`src/rtl/msa_pkg.sv`:
```
package msa_pkg;

   typedef enum logic [1:0] {
      MSA_IDLE = 2'd0,
      MSA_SORT = 2'd1,
      MSA_DONE = 2'd2
   } msa_state_e;

   // smallest width w with m < 2**w, i.e. 2**(w-1) <= m < 2**w
   function automatic int cnt_width(input int m);
      return $clog2(m + 1);
   endfunction

endpackage

```
`src/rtl/msa_xchg_cell.sv`:
```
// One local compare-exchange element between row r (upper) and row r+1 (lower).
// It decides its own swap; nothing outside tells it which rows to exchange.
module msa_xchg_cell #(
   parameter int PARITY = 0
) (
   input  logic upper_i,
   input  logic lower_i,
   input  logic step_i,
   input  logic phase_i,
   output logic swap_o,
   output logic disorder_o
);

   logic my_turn;

   generate
      if (PARITY != 0 && PARITY != 1) begin : g_bad_parity
         $error("msa_xchg_cell: PARITY must be 0 or 1");
      end
   endgenerate

   assign my_turn    = step_i && (phase_i == (PARITY != 0));
   assign disorder_o = !upper_i && lower_i;
   assign swap_o     = my_turn && disorder_o;

endmodule

```
`src/rtl/msa_column.sv`:
```
// Holds one bit column and bubbles its ones toward row 0. It also reports whether
// any pair is still out of order and encodes the settled thermometer pattern.
module msa_column #(
   parameter int ROWS  = 8,
   parameter int CNT_W = 4
) (
   input  logic             clk,
   input  logic             rst_n,
   input  logic             load_i,
   input  logic [ROWS-1:0]  bits_i,
   input  logic             step_i,
   input  logic             phase_i,
   output logic             disorder_o,
   output logic [CNT_W-1:0] count_o
);

   localparam int PAIRS = ROWS - 1;

   logic [ROWS-1:0]  row_q;
   logic [ROWS-1:0]  row_d;
   logic [PAIRS-1:0] swap;
   logic [PAIRS-1:0] dis;

   generate
      if (ROWS < 2) begin : g_bad_rows
         $error("msa_column: ROWS must be at least 2");
      end
      if ((1 << CNT_W) <= ROWS) begin : g_bad_cnt
         $error("msa_column: CNT_W too narrow for ROWS");
      end
   endgenerate

   // exchange cells, parity chosen by pair index
   generate
      for (genvar p = 0; p < PAIRS; p++) begin : g_pair
         msa_xchg_cell #(
            .PARITY(p % 2)
         ) u_cell (
            .upper_i   (row_q[p]),
            .lower_i   (row_q[p+1]),
            .step_i    (step_i),
            .phase_i   (phase_i),
            .swap_o    (swap[p]),
            .disorder_o(dis[p])
         );
      end
   endgenerate

   // next value of every row: a swap below sets it, a swap above clears it
   generate
      for (genvar r = 0; r < ROWS; r++) begin : g_row
         if (r == 0) begin : g_top
            assign row_d[r] = swap[r] ? 1'b1 : row_q[r];
         end else if (r == ROWS - 1) begin : g_bottom
            assign row_d[r] = swap[r-1] ? 1'b0 : row_q[r];
         end else begin : g_mid
            assign row_d[r] = swap[r]   ? 1'b1 :
                              swap[r-1] ? 1'b0 : row_q[r];
         end
      end
   endgenerate

   always_ff @(posedge clk or negedge rst_n) begin
      if (!rst_n) begin
         row_q <= '0;
      end else if (load_i) begin
         row_q <= bits_i;
      end else if (step_i) begin
         row_q <= row_d;
      end
   end

   assign disorder_o = |dis;

   // thermometer to binary: position of the deepest one, counted from 1
   always_comb begin
      count_o = '0;
      for (int r = 0; r < ROWS; r++) begin
         if (row_q[r]) begin
            count_o = CNT_W'(r + 1);
         end
      end
   end

endmodule

```
`src/rtl/msa_weight_sum.sv`:
```
// Adds every column count after shifting it left by its column index.
module msa_weight_sum #(
   parameter int COLS  = 8,
   parameter int CNT_W = 4,
   parameter int SUM_W = 12
) (
   input  logic [COLS-1:0][CNT_W-1:0] counts_i,
   output logic [SUM_W-1:0]           sum_o
);

   generate
      if (SUM_W < COLS + CNT_W - 1) begin : g_bad_sum
         $error("msa_weight_sum: SUM_W too narrow");
      end
   endgenerate

   always_comb begin
      sum_o = '0;
      for (int c = 0; c < COLS; c++) begin
         sum_o = sum_o + (SUM_W'(counts_i[c]) << c);
      end
   end

endmodule

```
`src/rtl/msa_adder.sv`:
```
module msa_adder
   import msa_pkg::*;
#(
   parameter  int N_OPS = 8,
   parameter  int OP_W  = 8,
   localparam int CNT_W = cnt_width(N_OPS),
   localparam int SUM_W = OP_W + CNT_W
) (
   input  logic                  clk,
   input  logic                  rst_n,
   input  logic                  start_i,
   input  logic [N_OPS*OP_W-1:0] ops_i,
   output logic                  busy_o,
   output logic                  done_o,
   output logic [SUM_W-1:0]      sum_o
);

   localparam int STEP_W = $clog2(N_OPS + 1);

   generate
      if (N_OPS < 2) begin : g_bad_ops
         $error("msa_adder: N_OPS must be at least 2");
      end
      if (OP_W < 1) begin : g_bad_width
         $error("msa_adder: OP_W must be at least 1");
      end
      if ((1 << (CNT_W - 1)) > N_OPS || N_OPS >= (1 << CNT_W)) begin : g_bad_cnt
         $error("msa_adder: CNT_W does not bracket N_OPS");
      end
   endgenerate

   msa_state_e                   state_q;
   logic                         phase_q;
   logic [STEP_W-1:0]            step_q;
   logic [SUM_W-1:0]             sum_q;

   logic                         load;
   logic                         settled;
   logic                         step;
   logic [OP_W-1:0]              col_dis;
   logic [OP_W-1:0][CNT_W-1:0]   col_cnt;
   logic [OP_W-1:0][N_OPS-1:0]   col_bits;
   logic [SUM_W-1:0]             acc;

   // transpose operands into columns: column c, row j = bit c of operand j
   generate
      for (genvar c = 0; c < OP_W; c++) begin : g_tr_col
         for (genvar j = 0; j < N_OPS; j++) begin : g_tr_row
            assign col_bits[c][j] = ops_i[j*OP_W + c];
         end
      end
   endgenerate

   assign load    = start_i && (state_q != MSA_SORT);
   assign settled = !(|col_dis) || (step_q == STEP_W'(N_OPS));
   assign step    = (state_q == MSA_SORT) && !settled;

   generate
      for (genvar c = 0; c < OP_W; c++) begin : g_col
         msa_column #(
            .ROWS (N_OPS),
            .CNT_W(CNT_W)
         ) u_column (
            .clk       (clk),
            .rst_n     (rst_n),
            .load_i    (load),
            .bits_i    (col_bits[c]),
            .step_i    (step),
            .phase_i   (phase_q),
            .disorder_o(col_dis[c]),
            .count_o   (col_cnt[c])
         );
      end
   endgenerate

   msa_weight_sum #(
      .COLS (OP_W),
      .CNT_W(CNT_W),
      .SUM_W(SUM_W)
   ) u_weight_sum (
      .counts_i(col_cnt),
      .sum_o   (acc)
   );

   always_ff @(posedge clk or negedge rst_n) begin
      if (!rst_n) begin
         state_q <= MSA_IDLE;
         phase_q <= 1'b0;
         step_q  <= '0;
         sum_q   <= '0;
      end else begin
         unique case (state_q)
            MSA_IDLE, MSA_DONE: begin
               if (load) begin
                  state_q <= MSA_SORT;
                  phase_q <= 1'b0;
                  step_q  <= '0;
                  sum_q   <= '0;
               end
            end
            MSA_SORT: begin
               if (settled) begin
                  state_q <= MSA_DONE;
                  sum_q   <= acc;
               end else begin
                  phase_q <= !phase_q;
                  step_q  <= step_q + 1'b1;
               end
            end
            default: begin
               state_q <= MSA_IDLE;
            end
         endcase
      end
   end

   assign busy_o = (state_q == MSA_SORT);
   assign done_o = (state_q == MSA_DONE);
   assign sum_o  = sum_q;

endmodule

```
`config.mk`:
```
export PLATFORM = sky130hd
export DESIGN_NAME = msa_adder
export DESIGN_NICKNAME = d
export VERILOG_FILES = /design/src/rtl/msa_pkg.sv /design/src/rtl/msa_xchg_cell.sv /design/src/rtl/msa_column.sv /design/src/rtl/msa_weight_sum.sv /design/src/rtl/msa_adder.sv
export SDC_FILE = /design/constraint.sdc
export NUM_CORES = 1
export LEC_CHECK = 0
export ABC_AREA = 0
export BUFFER_PORTS_ARGS = -buffer_cell sky130_fd_sc_hd__buf_4
export CORE_ASPECT_RATIO = 1.2
export CORE_MARGIN = 1.5
export CORE_UTILIZATION = 49
export CTS_CLUSTER_DIAMETER = 60
export CTS_CLUSTER_SIZE = 8
export DETAILED_ROUTE_END_ITERATION = 12
export GPL_ROUTABILITY_DRIVEN = 1
export GPL_TIMING_DRIVEN = 0
export PLACE_DENSITY = 0.7
export SLEW_MARGIN = 10
export SYNTH_ARGS = -nofsm -noshare
export SYNTH_HDL_FRONTEND = slang
export SYNTH_SLANG_ARGS = --single-unit
export TNS_END_PERCENT = 30
```
`constraint.sdc`:
```
create_clock -name clk -period 6 [get_ports clk]
set_input_delay 1.2 -clock clk [delete_from_list [all_inputs] [get_ports clk]]
set_output_delay 1.2 -clock clk [all_outputs]
set_load 0.1 [all_outputs]
```
* Yosys cells after proc, flatten, opt, wreduce, memory -nomap -nowiden
Cells that the tools add are included.
** Operators by class
- Mux-type cells :: 204
- Bitwise operators :: 1
- Eq/ne operators :: 7
- Reductions and logical operators :: 312
- Add/sub/neg operators :: 8
** Operators by type and width (number)
- $reduce_bool 3->1 :: 48
- $reduce_and 2->1 :: 65
- $mux 8 :: 16
- $mux 1 :: 122
- $logic_and 1x1->1 :: 116
- $mux 3 :: 32
- $logic_not 1->1 :: 59
- $reduce_or 56->1 :: 1
- $mux 4 :: 10
- $mux 2 :: 18
- $reduce_bool 2->1 :: 18
- $mux 12 :: 2
- $pmux 12 s2 :: 1
- $add 12x10->12 :: 1
- $add 12x11->12 :: 1
- $add 12x6->12 :: 1
- $add 12x7->12 :: 1
- $add 12x8->12 :: 1
- $add 12x9->12 :: 1
- $pmux 4 s2 :: 1
- $add 4x5->6 :: 1
- $ne 2x1->1 const B :: 3
- $reduce_and 3->1 :: 2
- $add 4x1->4 const B :: 1
- other kinds (10) :: 10
** Storage, ports and cells
- Output and inout port bits :: 14
- Logic and storage cells :: 600
- Register bits after elaboration :: 83
- Input bits :: 67

* Logic depth before layout (Yosys ltp)
Gate-level depths: netlist of run 1.
- Depth in word-level cells :: 17
- Depth in mapped cells :: 24
- Depth with buffers taken out :: 24

* Hierarchy
Synthesis of run 1 repeated with hierarchy kept, for this count alone.
** Second synthesis, totals
- Cell total of the unflattened synthesis :: 748
- Area, all modules :: 6555.0 µm²
** By module, submodules not included
- msa_column :: sequential area each 200.2 µm², cells an instance 56, instances 8, area an instance 459.2 µm²
- msa_adder :: sequential area each 475.5 µm², cells an instance 96, instances 1, area an instance 945.9 µm²
- msa_weight_sum :: sequential area each 0.0 µm², cells an instance 92, instances 1, area an instance 804.5 µm²
- msa_xchg_cell (g_col[0].u_column.g_pair[0].u_cell ...) :: sequential area each 0.0 µm², cells an instance 2, instances 32, area an instance 21.3 µm²
- msa_xchg_cell (g_col[0].u_column.g_pair[1].u_cell ...) :: sequential area each 0.0 µm², cells an instance 2, instances 24, area an instance 18.8 µm²

* Worst setup path after synthesis of run 1
OpenSTA, ideal clock, no wires.
- Path kind :: reg-to-reg
- Start point :: register g_col[1].u_column.row_q[1]
- End point :: register sum_q[11], in the netlist sum_o[11]
- Data required time :: 5.921 ns
- Period minus slack after synthesis :: 4.593 ns
- Cell stages (with the launch flop) :: 25
- Buffers on the path :: 0
- Setup time :: 0.079 ns
- Data arrival time :: 4.514 ns
- Slack :: 1.407 ns
- Cells stage by stage :: dfrtp_1 inv_1 a21oi_1 o21bai_1 a21oi_1 nor2_1 ha_1 inv_1 fa_1 nor2b_1 o21a_1 fa_1 fa_1 inv_1 fa_1 inv_1 ha_1 inv_1 fa_1 inv_1 a21oi_1 o21ai_0 a2111oi_0 nand4b_1 mux2i_1
** Between the ends
- Word-level cells in the longest chain between the ends :: 16
- Elaborated cells on any way between the ends :: 24
- Those cells by class :: 7 x add/sub; 1 x eq/ne; 9 x mux; 7 x reduce/logical
** Ends and longest elaborated chain
- from (decl) :: line msa_column.sv:19 : logic [ROWS-1:0] row_q;
- from (signal assigned) :: line msa_column.sv:67 : row_q <= bits_i;
- from (signal assigned) :: line msa_column.sv:69 : row_q <= row_d;
- $mux 2 (2 in a row) :: line msa_column.sv:79 : if (row_q[r]) begin
- $mux 3 (4 in a row) :: line msa_column.sv:79
- $mux 4 :: line msa_column.sv:79
- $add 4x5->6 :: line msa_weight_sum.sv:20 : sum_o = sum_o + (SUM_W'(counts_i[c]) << c);
- $add 12x6->12 :: line msa_weight_sum.sv:20
- $add 12x7->12 :: line msa_weight_sum.sv:20
- $add 12x8->12 :: line msa_weight_sum.sv:20
- $add 12x9->12 :: line msa_weight_sum.sv:20
- $add 12x10->12 :: line msa_weight_sum.sv:20
- $add 12x11->12 :: line msa_weight_sum.sv:20
- $mux 12 :: line msa_adder.sv:102 : if (settled) begin
- $pmux 12 s2 :: line msa_adder.sv:92 : unique case (state_q)
- to (signal assigned) :: line msa_adder.sv:90 : sum_q <= '0;
- to (signal assigned) :: line msa_adder.sv:98 : sum_q <= '0;
- to (signal assigned) :: line msa_adder.sv:104 : sum_q <= acc;
- to (decl) :: line msa_adder.sv:35 : logic [SUM_W-1:0] sum_q;
Several ways; a longest one is shown, not always the timed one. The select of a mux whose other input is x is not followed.
A chain may end at the register's enable or synchronous reset.

* Worst setup path in the final report of run 1
- Start point :: register g_col[0].u_column.row_q[3]
- End point :: register sum_q[11], in the netlist sum_o[11]
** Between the ends
- Word-level cells in the longest chain between the ends :: 14
- Elaborated cells on any way between the ends :: 22
- Those cells by class :: 7 x add/sub; 1 x eq/ne; 7 x mux; 7 x reduce/logical
** Ends and longest elaborated chain (line)
- from (decl) :: msa_column.sv:19
- from (signal assigned) :: msa_column.sv:67
- from (signal assigned) :: msa_column.sv:69
- $mux 3 (4 in a row) :: msa_column.sv:79
- $mux 4 :: msa_column.sv:79
- $add 4x5->6 :: msa_weight_sum.sv:20
- $add 12x6->12 :: msa_weight_sum.sv:20
- $add 12x7->12 :: msa_weight_sum.sv:20
- $add 12x8->12 :: msa_weight_sum.sv:20
- $add 12x9->12 :: msa_weight_sum.sv:20
- $add 12x10->12 :: msa_weight_sum.sv:20
- $add 12x11->12 :: msa_weight_sum.sv:20
- $mux 12 :: msa_adder.sv:102
- $pmux 12 s2 :: msa_adder.sv:92
Several ways; a longest one is shown, not always the timed one. The select of a mux whose other input is x is not followed.

==> results of run 1 <==
kinds of logic (layout without fill, tap and decap cells):
| family | count (synthesis) | in the layout | share of synthesized area (%) |
|---|---|---|---|
| AND/OR/NAND/NOR | 210 | 210 | 18.8 |
| adder cells (fa/ha/maj) | 35 | 35 | 9.94 |
| AO/OA/AOI/OAI | 171 | 171 | 21.7 |
| flip-flops | 83 | 83 | 38.0 |
| other | 0 | 1 | 0 |
| XOR/XNOR | 6 | 6 | 0.962 |
| multiplexers | 25 | 25 | 4.58 |
| buffers and inverters | 81 | 177 | 6.00 |
layout make-up:
cell class	instances	area (sq um)	area share, %
Multi-Input combinational cell	447	3060	46.8
Clock inverter	5	77.6	1.19
Inverter	56	210	3.21
Sequential cell	83	2080	31.7
Buffer	25	118	1.80
Timing Repair Buffer	80	601	9.18
Clock buffer	11	233	3.56
Antenna cell	1	2.50	0.0382
Tap cell	132	165	2.52
worst max-delay path by stage:
| stage | startpoint | depth (start not counted) | slack, ns | to |
|---|---|---|---|---|
| 6_report | g_col[0].u_column.row_q[3] | 22 | 0.79 | sum_o[11] |
| 5_1_grt | g_col[0].u_column.row_q[3] | 22 | 0.42 | sum_o[11] |
| 4_1_cts | g_col[0].u_column.row_q[3] | 22 | 0.83 | sum_o[11] |
| 3_5_place_dp | g_col[0].u_column.row_q[3] | 22 | 0.89 | sum_o[11] |
| 3_3_place_gp | g_col[0].u_column.row_q[3] | 22 | 0.95 | sum_o[11] |
| 2_1_floorplan | g_col[1].u_column.row_q[1] | 24 | 1.41 | sum_o[11] |
through the flow:
stage,hold WS [ns],utilization [%]
after global placement,0.469,57.0
after floorplan,0.448,-
after detailed placement,0.487,57.0
after global routing,0.533,59.8
final,0.501,59.9
after CTS,0.495,59.8
cells in the mapped netlist, drive strengths merged (2+ instances only):
library cell,instances
o31ai,3
mux2i,25
o211ai,4
nor3,13
o311ai,17
o2111ai,2
a22oi,5
xnor2,3
o2bb2ai,4
nand4,3
o32ai,6
nor2b,28
a21o,6
a211oi,5
xor2,3
nand2b,12
and3,7
nand2,57
a221o,8
buf,5
fa,14
a2111oi,7
dfrtp,83
a311o,2
o21ai,34
or4,4
a21oi,45
o221a,4
a31oi,3
ha,21
clkbuf,20
o21bai,6
nand3,15
o21a,3
a211o,2
nand3b,2
and2,3
inv,56
nor2,59
registers in the layout, indices dropped and copies added (netlist names):
signal / count
phase_q: 1
step_q: 4
sum_o: 12
g_col.u_column.row_q: 64
state_q: 2
worst max-delay path, stage by stage (launching register included):
cell,delay (ns)
dfrtp_1,0.43
nor2_1,0.16
o21ai_0,0.10
a21oi_1,0.26
ha_1,0.22
inv_1,0.05
fa_1,0.39
nor2b_1,0.13
o21a_1,0.17
fa_1,0.44
fa_1,0.54
inv_1,0.05
fa_1,0.46
inv_1,0.07
ha_1,0.18
inv_1,0.06
fa_1,0.39
inv_1,0.07
a21oi_1,0.06
o21ai_0,0.36
a2111oi_0,0.18
nand4b_1,0.21
mux2i_1,0.14
metal layers:
layer | vias to the layer above | track usage (%) | wire length (microns)
met5 | - | 0 | 0
met4 | 0 | 15.1 | 624
met3 | 48 | 6.56 | 1500
met2 | 268 | 50.3 | 8720
met1 | 2502 | 44.6 | 7680
li1 | 2375 | - | -
==> out/metrics.yaml, run 1 <==
async_flop_share_pct: 100
wl_per_cell_microns: 22.0
row_count: 42
reg2reg_from: "g_col[0].u_column.row_q[3]"
stdcell_area_sq_um: 6540
coreArea_sq_um: 10900
r2r_cells: 22
clk-insertion-delay-late_ns: 0.35
ff2ff_setup_slack_ns: 0.79
antenna_found_initial: 1
hp-start: "step_q[3]"
drt_iter0_markers: 452
htreeDepth: 3
postCtsSetupRepairBufs: 0
start_kind: "register"
numCtsBuffers: 9
synth_ff_type: "dfrtp_1"
yosysTopAreaCell: "dfrtp_1"
setup_slack_ns: 0.785
grt_usage_pct: 32.8
skew_ns: 0.00641
status: "complete, no violations"
placed_cell_area_sq_um: 6230
gp_congestion: 0.979
drive_gt1_share_pct: 14.7
max_cap_viol_count: 0
worst-endpoint-required_ns: 6.27
ys_types: 57
cts_tree: "built"
vias: 5193
die_h_microns: 119
fillers: 1032
drc: 0
fin_cells: 840
critical_path_arrival_ns: 5.48
antenna_left: 0
slew_viol_final: 0
max_slew_margin_pct: 23.8
hold-path-endpoint: "step_q[3]"
setup_violations: 0
critPathKind: "reg2reg"
grt_pass1_vias: 5286
netlist_instances: 611
drtPass1Iterations: 7
fmax_mhz: 192
dieWidth_microns: 99.4
fin_crit_sh_pct: 86.9
layout_common_cells: "dfrtp_1, buf_4, nor2_1, nand2_1, inv_1"
via_per_inst: 6.18
placed_cells: 823
die-area_sq_um: 11800
end_kind: "register"
totalWireLength_mm: 18.5
crit_fanout: 5
rsz0062_at_grt: "no"
tightest_slew_ns: 1.14
pre_cts_ws_ns: 0.889
r2r-end: "sum_o[11]"
clk_path_buf_depth: 2
grt_pass1_wl_mm: 29.0
placement.io_buffers: 80
synth_warnings: 0
synth_top_area_share_pct: 38.0
ios: 81
holdBufCountCts: 0
synthTopCellsByArea: "dfrtp_1, fa_1, ha_1"
setup-tns-final_ns: 0
final_common_cell: "dfrtp_1"
dp_hpwl_mm: 13.4
ys_seq_area_share_pct: 38.0
grt_overflow: 0
synth-edff-count: 0
start_util_pct: 50.0
clock_sinks: 83
hp-class: "reg2reg"
syn_nets: 713
finalNetCount: 804
synth_seq_cells: 83
clk_pin_slew_worst_paths_ns: 0.06
hold_viol: 0
grt_start_max_net_pins: 84
root_buffer: "clkbuf_16"
post_cts_resized: 0
hold_path_depth: 1
avgSynthCellArea_sq_um: 8.94
period_needed_ns: 5.21
areaGrowthSynthToFinish_pct: 19.7
synth_area_sq_um: 5470
Power of run 1 is not shown: default switching activity piles up to over one toggle a cycle in this logic, so the estimate is an artifact.
==> inputs of run 2 (changes only) <==
Settings changed: PLACE_DENSITY 0.7 to not set, PLACE_DENSITY_LB_ADDON set to 0.1.
==> out/metrics.yaml, run 2 (synthesis gave the netlist of run 1 again) <==
slew_viol_final: 0
rsz0062_at_grt: "no"
placed_cell_area_sq_um: 6230
largest_reg_flops: 64
critical_path_arrival_ns: 5.42
grtUsageMet3_pct: 5.91
vias: 5183
numCtsBuffers: 9
stdcell_area_sq_um: 6570
postCtsSetupRepairBufs: 0
r2r-end: "sum_o[11]"
path_buf_inv: 6
dieWidth_microns: 99.4
setup-tns-final_ns: 0
final_common_cell: "dfrtp_1"
drt_iter0_markers: 523
totalWireLength_mm: 18.4
grt_usage_pct: 31.9
grt_pass1_wl_mm: 28.2
status: "complete, no violations"
max_stage_delay_ns: 0.56
ff2ff_setup_slack_ns: 0.85
regArea_sq_um: 2080
max_slew_margin_pct: 24.4
n_antenna_cell: 0
placement.io_buffers: 80
cts_tree: "built"
grt_overflow: 0
grt_pass1_vias: 5130
period_needed_ns: 5.15
coreArea_sq_um: 10900
start_kind: "register"
ios: 81
setup_violations: 0
end_kind: "register"
dp_hpwl_mm: 13.2
setup_slack_ns: 0.850
wl_per_cell_microns: 21.9
clk-insertion-delay-late_ns: 0.35
htreeDepth: 3
skew_ns: 0.0117
hp-class: "reg2reg"
antenna_left: 0
fin_crit_sh_pct: 85.8
antenna_found_initial: 0
drc: 0
critPathKind: "reg2reg"
r2r_cells: 24
die_h_microns: 119
reg2reg_from: "g_col[1].u_column.row_q[1]"
hold_viol: 0
drive_gt1_share_pct: 14.9
met2_usage_pct: 49.9
worstSetupStartpoint: "g_col[1].u_column.row_q[1]"
multiInputGateArea_sq_um: 3060
grt.busiest_layer: "met2"
gp_congestion: 0.981
finalNetCount: 804
clk_pin_slew_worst_paths_ns: 0.07
path_cells: "inv_1 -> a21oi_1 -> o21bai_1 -> a21oi_1 -> nor2_1 -> ha_1 -> inv_1 -> fa_1 -> nor2b_1 -> o21a_1 -> fa_1 -> fa_1 -> inv_1 -> fa_1 -> inv_1 -> ha_1 -> inv_1 -> fa_1 -> inv_1 -> a21oi_1 -> o21ai_0 -> a2111oi_0 -> nand4b_1 -> mux2i_1"
clk_path_buf_depth: 2
via_per_inst: 6.18
clock_sinks: 83
crit_end: "sum_o[11]"
cp.depth: 24
fillers: 987
post_cts_resized: 0
start_util_pct: 50.0
slowest_stage: "fa_1"
holdBufCountCts: 0
max_cap_viol_count: 0
crit_fanout: 6
areaGrowthSynthToFinish_pct: 20.3
drtPass1Iterations: 6
tightest_slew_ns: 1.13
die-area_sq_um: 11800
layout_common_cells: "dfrtp_1, buf_4, nor2_1, nand2_1, inv_1"
root_buffer: "clkbuf_16"
crit_family: "adder cells"
grt_start_max_net_pins: 84
met1_usage_pct: 42.6
largest_register: "g_col.u_column.row_q"
cpMostUsedCell: "inv_1"
fmax_mhz: 194
pre_cts_ws_ns: 0.928
worst-endpoint-required_ns: 6.27
row_count: 42
-- run 2: cell types whose count changed in the layout (fill, tap and decap cells not counted), sizes merged --
cell / before / now
diode: 1 / 0
bufinv: 2 / 3
clkinvlp: 1 / 2
clkinv: 2 / 1
clkbuf: 31 / 30
-- run 2: final cells by class --
cell class / instances / area share, %
Inverter: 56 / 3.20
Clock buffer: 10 / 3.48
Clock inverter: 6 / 1.73
Sequential cell: 83 / 31.6
Multi-Input combinational cell: 447 / 46.6
Timing Repair Buffer: 80 / 9.14
Tap cell: 132 / 2.51
Buffer: 25 / 1.79
-- run 2: worst min-delay path by stage --
| stage | start | end | slack (ns) | cells past startpoint |
|---|---|---|---|---|
| final | step_q[3] | step_q[3] | 0.48 | 1 |
| after detailed placement | step_q[3] | step_q[3] | 0.48 | 1 |
| after global placement | step_q[3] | step_q[3] | 0.48 | 1 |
| after floorplan | step_q[3] | step_q[3] | 0.45 | 1 |
| after global routing | step_q[3] | step_q[3] | 0.51 | 1 |
| after CTS | step_q[3] | step_q[3] | 0.48 | 1 |
-- run 2: layer usage --
layer  vias up  routed length, microns  share of wire (%)
li1       2375                       -                  -
met1      2483                    7450                 41
met2       273                    8680                 47
met3        52                    1550                8.5
met4         0                     681                3.7
met5         -                       0                  0
-- run 2: worst reg2reg max path, stage by stage (launching register included) --
cell and delay, ns:
dfrtp_1 0.44, inv_1 0.08, a21oi_1 0.15, o21bai_1 0.09
a21oi_1 0.29, nor2_1 0.08, ha_1 0.21, inv_1 0.07
fa_1 0.19, nor2b_1 0.05, o21a_1 0.18, fa_1 0.51
fa_1 0.56, inv_1 0.06, fa_1 0.46, inv_1 0.07
ha_1 0.18, inv_1 0.06, fa_1 0.40, inv_1 0.08
a21oi_1 0.07, o21ai_0 0.34, a2111oi_0 0.16, nand4b_1 0.19
mux2i_1 0.13
-- run 2: stage by stage --
step           std cells  utilization [%]  hold slack, ns
6_report             839             60.1           0.482
5_1_grt              839             60.1           0.514
4_1_cts              839             60.1           0.484
3_5_place_dp         823             57.0           0.480
3_3_place_gp         823             57.0           0.477
2_1_floorplan        611                -           0.448
Power of run 2 is left out for the same reason.
==> inputs of run 3 (changes only) <==
--- a/config.mk
+++ b/config.mk
@@ -10,5 +10,5 @@
 export CORE_ASPECT_RATIO = 1.2
 export CORE_MARGIN = 1.5
-export CORE_UTILIZATION = 49
+export CORE_UTILIZATION = 58
 export CTS_CLUSTER_DIAMETER = 60
 export CTS_CLUSTER_SIZE = 8
==> constraint.sdc (replaced) <==
create_clock -name clk -period 6 [get_ports clk]
set_input_delay 1.2 -clock clk [delete_from_list [all_inputs] [get_ports clk]]
set_output_delay 1.2 -clock clk [all_outputs]
set_load 0.005 [all_outputs]
==> out/metrics.yaml, run 3 (synthesis gave the netlist of run 1 again) <==
status: "complete, no violations"
drtPass1Iterations: 6
die_h_microns: 109
root_buffer: "clkbuf_8"
largest_reg_flops: 64
tightest_slew_ns: 1.11
period_needed_ns: 5.52
grt_pass1_wl_mm: 28.9
crit_fanout: 5
drc: 0
grt_pass1_vias: 5307
start_util_pct: 60.2
htreeDepth: 3
hp-class: "reg2reg"
end_kind: "register"
holdBufCountCts: 0
max_slew_margin_pct: 26.1
start_kind: "register"
totalWireLength_mm: 18.8
rsz0062_at_grt: "no"
layout_common_cells: "dfrtp_1, buf_4, nor2_1, nand2_1, inv_1"
finalNetCount: 804
postCtsSetupRepairBufs: 0
grt_start_max_net_pins: 84
grt_overflow: 0
drt_iter0_markers: 727
grt_usage_pct: 39.2
r2r_cells: 22
die-area_sq_um: 10000
gp_congestion: 0.994
n_antenna_cell: 0
hold_path_depth: 1
coreArea_sq_um: 9080
dieWidth_microns: 91.6
dp_hpwl_mm: 13.7
critPathKind: "reg2reg"
clk-insertion-delay-late_ns: 0.38
drive_gt1_share_pct: 14.7
numCtsBuffers: 9
vias: 5422
ios: 81
placement.io_buffers: 80
cts_tree: "built"
post_cts_resized: 0
largest_register: "g_col.u_column.row_q"
critical_path_arrival_ns: 5.78
row_count: 38
hold_viol: 0
setup_violations: 0
antenna_found_initial: 0
clock_sinks: 83
worst-endpoint-required_ns: 6.26
fmax_mhz: 181
slew_viol_final: 0
wl_per_cell_microns: 22.7
fin_crit_sh_pct: 92.0
max_cap_viol_count: 0
via_per_inst: 6.56
antenna_left: 0
skew_ns: 0.0109
setup-tns-final_ns: 0
clk_pin_slew_worst_paths_ns: 0.09
final_common_cell: "dfrtp_1"
areaGrowthSynthToFinish_pct: 17.6
clk_path_buf_depth: 2
==> run 3: cell types whose count changed in the layout (fill, tap and decap cells not counted), sizes merged <==
cell | before | now
clkbuf | 30 | 34
clkinv | 1 | 0
bufinv | 3 | 1
clkinvlp | 2 | 0
==> run 3: worst paths after layout <==
kind / from / to / slack [ns]
max: g_col[0].u_column.row_q[3] / sum_o[11] / 0.48
min: step_q[3] / step_q[3] / 0.51
max reg2reg: g_col[0].u_column.row_q[3] / sum_o[11] / 0.48
min reg2reg: step_q[3] / step_q[3] / 0.51
max in group asynchronous: rst_n / g_col[5].u_column.row_q[4] / 4.26
min in group asynchronous: rst_n / step_q[0] / 0.99
==> run 3: stage by stage <==
| stage | std cells | setup slack, ns | util (%) | hold slack [ns] | area (sq um) |
|---|---|---|---|---|---|
| final | 826 | 0.478 | 70.8 | 0.509 | 6430 |
| after global routing | 826 | 0.109 | 70.8 | 0.532 | 6430 |
| after CTS | 826 | 0.498 | 70.8 | 0.501 | 6430 |
| after detailed placement | 811 | 0.580 | 68.4 | 0.489 | 6220 |
| after global placement | 811 | 0.956 | 68.4 | 0.468 | 6220 |
| after floorplan | 611 | 1.41 | - | 0.448 | 5470 |
==> run 3: per-layer routing <==
layer	vias to the layer above	wire, microns	track usage, %
li1	2375	-	-
met1	2568	7000	47.5
met2	393	8890	65.2
met3	86	1810	7.26
met4	0	1090	23.8
met5	-	0	0
==> run 3: area by class of cell <==
type	instances	area, sq um
clock inverter	1	30.0
sequential	83	2080
buffer	25	118
inverter	56	210
fill	710	2650
timing repair buffer	80	601
multi-input combinational	447	3060
tap	120	150
clock buffer	14	183
==> run 3: worst max-delay path: stages, from the launching register on <==
cell and delay [ns]:
dfrtp_1 0.46, nor2_1 0.20, o21ai_0 0.18, a21oi_1 0.23
ha_1 0.21, inv_1 0.06, fa_1 0.41, nor2b_1 0.13
o21a_1 0.16, fa_1 0.43, fa_1 0.55, inv_1 0.05
fa_1 0.52, inv_1 0.04, ha_1 0.21, inv_1 0.07
fa_1 0.24, inv_1 0.08, a21oi_1 0.18, o21ai_0 0.19
a2111oi_0 0.55, nand4b_1 0.18, mux2i_1 0.07
Power of run 3 is left out for the same reason.
